**config.mk**
```make
export PLATFORM = sky130hd
export DESIGN_NAME = ctx_reload_ctrl
export DESIGN_NICKNAME = d
export VERILOG_FILES = /design/src/rtl/ctx_pkg.sv /design/src/rtl/ctx_shadow_regs.sv /design/src/rtl/ctx_active_regs.sv /design/src/rtl/ctx_reload_fsm.sv /design/src/rtl/ctx_reload_ctrl.sv
export SDC_FILE = /design/constraint.sdc
export NUM_CORES = 1
export LEC_CHECK = 0
export ABC_AREA = 0
export BUFFER_PORTS_ARGS = -buffer_cell sky130_fd_sc_hd__buf_2
export CAP_MARGIN = 20
export CORE_MARGIN = 2
export CORE_UTILIZATION = 45
export CTS_CLUSTER_DIAMETER = 200
export CTS_CLUSTER_SIZE = 10
export DETAILED_ROUTE_END_ITERATION = 6
export PLACE_DENSITY = 0.76
export SETUP_SLACK_MARGIN = 0.5
export SYNTH_ARGS = -nofsm -noshare
export SYNTH_HDL_FRONTEND = slang
export SYNTH_SLANG_ARGS = --single-unit
```
**constraint.sdc**
```tcl
create_clock -name clk -period 3.1 [get_ports clk]
set_input_delay 0.155 -clock clk [delete_from_list [all_inputs] [get_ports clk]]
set_output_delay 0.155 -clock clk [all_outputs]
set_load 0.005 [all_outputs]
```
**src/rtl/ctx_pkg.sv**
```systemverilog
package ctx_pkg;
   typedef enum logic [1:0] {
      DEC_IDLE   = 2'd0,
      DEC_LOAD   = 2'd1,
      DEC_REPEAT = 2'd2,
      DEC_STOP   = 2'd3
   } reload_dec_t;
endpackage

```
**src/rtl/ctx_shadow_regs.sv**
```systemverilog
module ctx_shadow_regs #(
   parameter int NREG         = 6,
   parameter int DATA_W       = 32,
   parameter bit RESET_SHADOW = 1'b1,
   localparam int SEL_W       = (NREG > 1) ? $clog2(NREG) : 1
) (
   input  logic                     clk,
   input  logic                     rst_n,
   input  logic                     wr_en,
   input  logic [SEL_W-1:0]         wr_sel,
   input  logic [DATA_W-1:0]        wr_data,
   output logic [NREG*DATA_W-1:0]   shadow
);
   for (genvar g = 0; g < NREG; g++) begin : g_reg
      logic hit;
      assign hit = wr_en && (wr_sel == SEL_W'(g));
      if (RESET_SHADOW) begin : g_rst
         always_ff @(posedge clk) begin
            if (!rst_n)   shadow[g*DATA_W +: DATA_W] <= '0;
            else if (hit) shadow[g*DATA_W +: DATA_W] <= wr_data;
         end
      end else begin : g_norst
         always_ff @(posedge clk) begin
            if (hit) shadow[g*DATA_W +: DATA_W] <= wr_data;
         end
      end
   end
endmodule

```
**src/rtl/ctx_active_regs.sv**
```systemverilog
module ctx_active_regs #(
   parameter int NREG   = 6,
   parameter int DATA_W = 32,
   localparam int TOT_W = NREG * DATA_W
) (
   input  logic             clk,
   input  logic             rst_n,
   input  logic             load,
   input  logic [TOT_W-1:0] shadow,
   output logic [TOT_W-1:0] active
);
   for (genvar g = 0; g < NREG; g++) begin : g_reg
      always_ff @(posedge clk) begin
         if (!rst_n)    active[g*DATA_W +: DATA_W] <= '0;
         else if (load) active[g*DATA_W +: DATA_W] <= shadow[g*DATA_W +: DATA_W];
      end
   end
endmodule

```
**src/rtl/ctx_reload_fsm.sv**
```systemverilog
module ctx_reload_fsm
   import ctx_pkg::*;
(
   input  logic        clk,
   input  logic        rst_n,
   input  logic        kick,
   input  logic        xfer_done,
   input  logic        autoinit_en,
   input  logic        repeat_en,
   input  logic        dual_set_en,
   input  logic        eop_set,
   output reload_dec_t dec,
   output logic        xfer_start,
   output logic        busy,
   output logic        eop_flag
);
   logic done_ok, eop_clr, go;

   assign done_ok = xfer_done && busy;
   assign eop_clr = done_ok && autoinit_en && dual_set_en && eop_flag;
   assign go      = (dec == DEC_LOAD) || (dec == DEC_REPEAT);

   always_comb begin
      dec = DEC_IDLE;
      if (kick && !busy) begin
         dec = DEC_LOAD;
      end else if (done_ok) begin
         if (!autoinit_en)     dec = DEC_STOP;
         else if (dual_set_en) dec = eop_flag  ? DEC_LOAD :
                                     repeat_en ? DEC_REPEAT : DEC_STOP;
         else                  dec = repeat_en ? DEC_LOAD : DEC_STOP;
      end
   end

   always_ff @(posedge clk) begin
      if (!rst_n) begin
         xfer_start <= 1'b0;
         busy       <= 1'b0;
         eop_flag   <= 1'b0;
      end else begin
         xfer_start <= go;
         if (go)                    busy <= 1'b1;
         else if (dec == DEC_STOP)  busy <= 1'b0;
         if (eop_clr)               eop_flag <= 1'b0;
         else if (eop_set)          eop_flag <= 1'b1;
      end
   end
endmodule

```
**src/rtl/ctx_reload_ctrl.sv**
```systemverilog
module ctx_reload_ctrl
   import ctx_pkg::*;
#(
   parameter int NREG         = 6,
   parameter int DATA_W       = 32,
   parameter bit RESET_SHADOW = 1'b1,
   localparam int SEL_W       = (NREG > 1) ? $clog2(NREG) : 1,
   localparam int TOT_W       = NREG * DATA_W
) (
   input  logic              clk,
   input  logic              rst_n,
   input  logic              wr_en,
   input  logic [SEL_W-1:0]  wr_sel,
   input  logic [DATA_W-1:0] wr_data,
   input  logic              eop_set,
   input  logic              autoinit_en,
   input  logic              repeat_en,
   input  logic              dual_set_en,
   input  logic              kick,
   input  logic              xfer_done,
   output logic [TOT_W-1:0]  active_ctx,
   output logic              xfer_start,
   output logic              busy,
   output logic              eop_flag
);
   if (NREG < 1)   begin : g_bad_nreg  $error("NREG must be at least 1");   end
   if (DATA_W < 1) begin : g_bad_width $error("DATA_W must be at least 1"); end

   logic [TOT_W-1:0] shadow_q;
   reload_dec_t      dec;

   ctx_shadow_regs #(.NREG(NREG), .DATA_W(DATA_W), .RESET_SHADOW(RESET_SHADOW)) u_shadow (
      .clk(clk), .rst_n(rst_n), .wr_en(wr_en), .wr_sel(wr_sel),
      .wr_data(wr_data), .shadow(shadow_q)
   );

   ctx_reload_fsm u_fsm (
      .clk(clk), .rst_n(rst_n), .kick(kick), .xfer_done(xfer_done),
      .autoinit_en(autoinit_en), .repeat_en(repeat_en), .dual_set_en(dual_set_en),
      .eop_set(eop_set), .dec(dec), .xfer_start(xfer_start), .busy(busy),
      .eop_flag(eop_flag)
   );

   ctx_active_regs #(.NREG(NREG), .DATA_W(DATA_W)) u_active (
      .clk(clk), .rst_n(rst_n), .load(dec == DEC_LOAD),
      .shadow(shadow_q), .active(active_ctx)
   );
endmodule

```
==> summary.txt <==
STA
  • Final setup TNS: 0 ns
  • Endpoints failing setup: 0
  • Rel. slew slack: 0.381
  • Final hold viol count: 0
  • RSZ-0062 raised after global routing: no
  • Max Clk Rate: 453 MHz
  • Fin. max-slew vios: 0
  • Minimum clock period: 2.21 ns
  • Period utilisation layout: 0.712
  • Min Hold Slack: 0.0337 ns
  • Slew @ Worst Pin: 0.924 ns
  • Layout Skew: 0.0106 ns

GRT
  • GRT overflow: 0
  • Global-route wire length before repair: 52.6 mm
  • Initial antenna violation count: 1
  • Number of global-route vias before repair: 9,730
  • Largest net degree at the start of global routing: 102
  • GRT Overall Usage: 0.198

Clocking
  • Clk_lat worst skew: 0.52 ns
  • H-tree level count: 2
  • Longest Clk Path Bufs: 3
  • CTS buffer count: 44
  • Reg clk slew, reported paths: 0.05 ns
  • Clock root buffer: clkbuf_16
  • Clock sinks: 387
  • Cts repair resizes: 0
  • CTS tree: yes

Finish
  • Most frequent cells in the layout: 387 x dfxtp_1, 385 x mux2i_1, 237 x buf_2, 225 x nand2_1, 193 x nor2b_1
  • Leading cell type in the layout, fill and taps excluded: dfxtp_1
  • Number of diodes: 0
  • Layout cells sized above 1: 0.211
  • Area growth, synth to finish: 19.9%
  • Layout Nets: 1,568
  • Final Util: 0.545

Floorplan
  • Full die area: 33,000 um2
  • Rows: 65
  • Die W: 182 um
  • CORE AREA: 31,300 um2
  • Die Y: 182 um
  • Initial core utilization: 0.454
  • Ports: 239

Routing
  • 1st-pass router iterations: 5
  • Vias: 9,628
  • WL final: 32.8 mm
  • Top routing layer in use: met5
  • Met3 wire len: 1.84 mm
  • Via density: 5.00
  • Post-route ant nets: 0
  • DR iter-0 viols: 343
  • Met2 wire length: 15.4 mm
  • WL met1: 14.9 mm
  • Avg WL per Cell: 17.0 um
  • Drc violations: 0

Placed design
  • Placer congestion estimate: 0.784
  • Detailed placement HPWL: 21.7 mm
  • IO buf count: 238

Worst setup path
  • Cell mode on critical path: buf_12
  • Crit-path max cell delay: 0.43 ns
  • Critical Path Sink Type: flip-flop
  • Critical Path, Cell by Cell: and4b_1 -> o22ai_1 -> ha_4 -> buf_12 -> buf_12 -> mux2i_1 -> nor2b_1
  • Crit Path Class: flip-flop to flip-flop
  • Worst path slowest cell: ha_4
  • Worst setup SP type: flip-flop
  • Worst Path Required: 3.50 ns
  • WP data arrival: 2.61 ns
  • Worst Path Max Fanout: 21

Synth
  • Post-Syn Nets: 1,345
  • Sequential fraction of the synthesis area: 0.545
  • Post-Syn Area: 14,200 um2
  • FF+latch count, synth: 387
  • Cell variety after synth: 23
  • Yosys warnings: 0
  • Mapped Avg Cell Area: 10.9 um2
  • Post-Syn Instances: 1,299

Power and ir drop
  • Combinational share of power: 0.090
  • Leak: 0.00817 uW
  • Seq pwr share: 0.492
  • Peak VDD IR: 0.357 mV
  • PD cells: 611 nW/um2
  • Total power: 10,400 uW
  • Cell-internal power: 8050 uW
  • Clock power frac: 0.418
  • Net Sw Frac: 0.227
  • Net switching power: 2360 uW

Status
  • Status: complete, no violations

Hold path
  • Hold crit path type: input port to flip-flop

Flow run
  • Max cap viols: 0
## cell type report
cell class	count	area (um2)
Timing Repair Buffer	268	1530
Fill cell	2712	14300
Multi-Input combinational cell	820	6120
Sequential cell	387	7750
Clock buffer	45	1130
Clock inverter	3	22.5
Inverter	1	3.75
Tap cell	402	503
## worst max-delay path, delay by kind of cell, from the launching register on
kind | cells | cell delay [ns]
AO/OA/AOI/OAI | 1 | 0.24
multiplexers | 1 | 0.24
adder cells (fa/ha/maj) | 1 | 0.43
AND/OR/NAND/NOR | 2 | 0.31
buffers and inverters | 2 | 0.45
flip-flops | 1 | 0.37
## sequential cells by signal (all words and copies together) (netlist names)
| register | cells |
|---|---|
| u_shadow.shadow | 192 |
| u_fsm.eop_flag | 1 |
| u_active.active | 192 |
| u_fsm.xfer_start | 1 |
| u_fsm.busy | 1 |
## cell usage after synthesis
master / instances / area share
buf_1: 4 / 0.0011
nor4bb_1: 1 / 0.00070
buf_6: 3 / 0.0024
mux2_2: 1 / 0.00079
o22ai_1: 1 / 0.00044
a21oi_1: 1 / 0.00035
o22a_1: 1 / 0.00062
mux2i_1: 385 / 0.27
nand4b_1: 2 / 0.0012
a21o_1: 1 / 0.00053
or4b_1: 1 / 0.00070
and2_1: 1 / 0.00044
o21ai_0: 1 / 0.00035
dfxtp_1: 387 / 0.54
nor2b_1: 193 / 0.085
nand4bb_1: 2 / 0.0016
and4b_1: 1 / 0.00070
clkbuf_1: 46 / 0.012
and4_1: 1 / 0.00062
inv_1: 1 / 0.00026
ha_1: 2 / 0.0018
nand2_1: 225 / 0.059
buf_2: 38 / 0.013
## power by group through the flow
stage	Sequential (uW)	Clock (uW)	Combinational, uW
after floorplan	5220	0	658
after global placement	5220	0	931
after detailed placement	5230	0	940
after CTS	5120	4470	944
after global routing	5130	4670	997
final	5120	4350	935
## stage by stage
step	setup slack (ns)	area [um2]	instances
after global routing	0.726	17100	1926
after floorplan	1.27	14200	1299
after detailed placement	0.901	15900	1877
final	0.892	17100	1926
after global placement	1.00	15900	1877
after CTS	0.872	17100	1926
## per-layer routing
metal,track usage,up-vias
met2,0.337,234
met3,0.0499,50
met1,0.252,4616
met4,0.0481,2
met5,0,-
li1,-,4726
## kinds of logic (layout without fill, tap and decap cells)
logic type / count (synthesis) / in the layout / synth area share
AOI/OAI and AO/OA: 5 / 5 / 0.00229
adders and majority gates: 2 / 2 / 0.00176
buffers and inverters: 92 / 317 / 0.0292
DFF: 387 / 387 / 0.545
muxes: 386 / 386 / 0.272
and+or+nand+nor: 427 / 427 / 0.150
## timing repair
| item | in CTS | in global routing |
|---|---|---|
| setup buffers | 0 | 0 |
| endpoints found under the hold margin | 1 | 0 |
| setup endpoints to repair | 0 | 0 |
| hold buffers | 1 | 0 |
## final timing paths
check,startpoint,end,slack (ns),cells past startpoint
max reg2reg,u_fsm.eop_flag,u_active.active[78],0.89,7
min,wr_data[12],u_shadow.shadow[12],0.03,3
min reg2reg,u_shadow.shadow[148],u_shadow.shadow[148],0.46,2
max,u_fsm.eop_flag,u_active.active[78],0.89,7
Note: power is estimated with default switching activity, not from simulation.
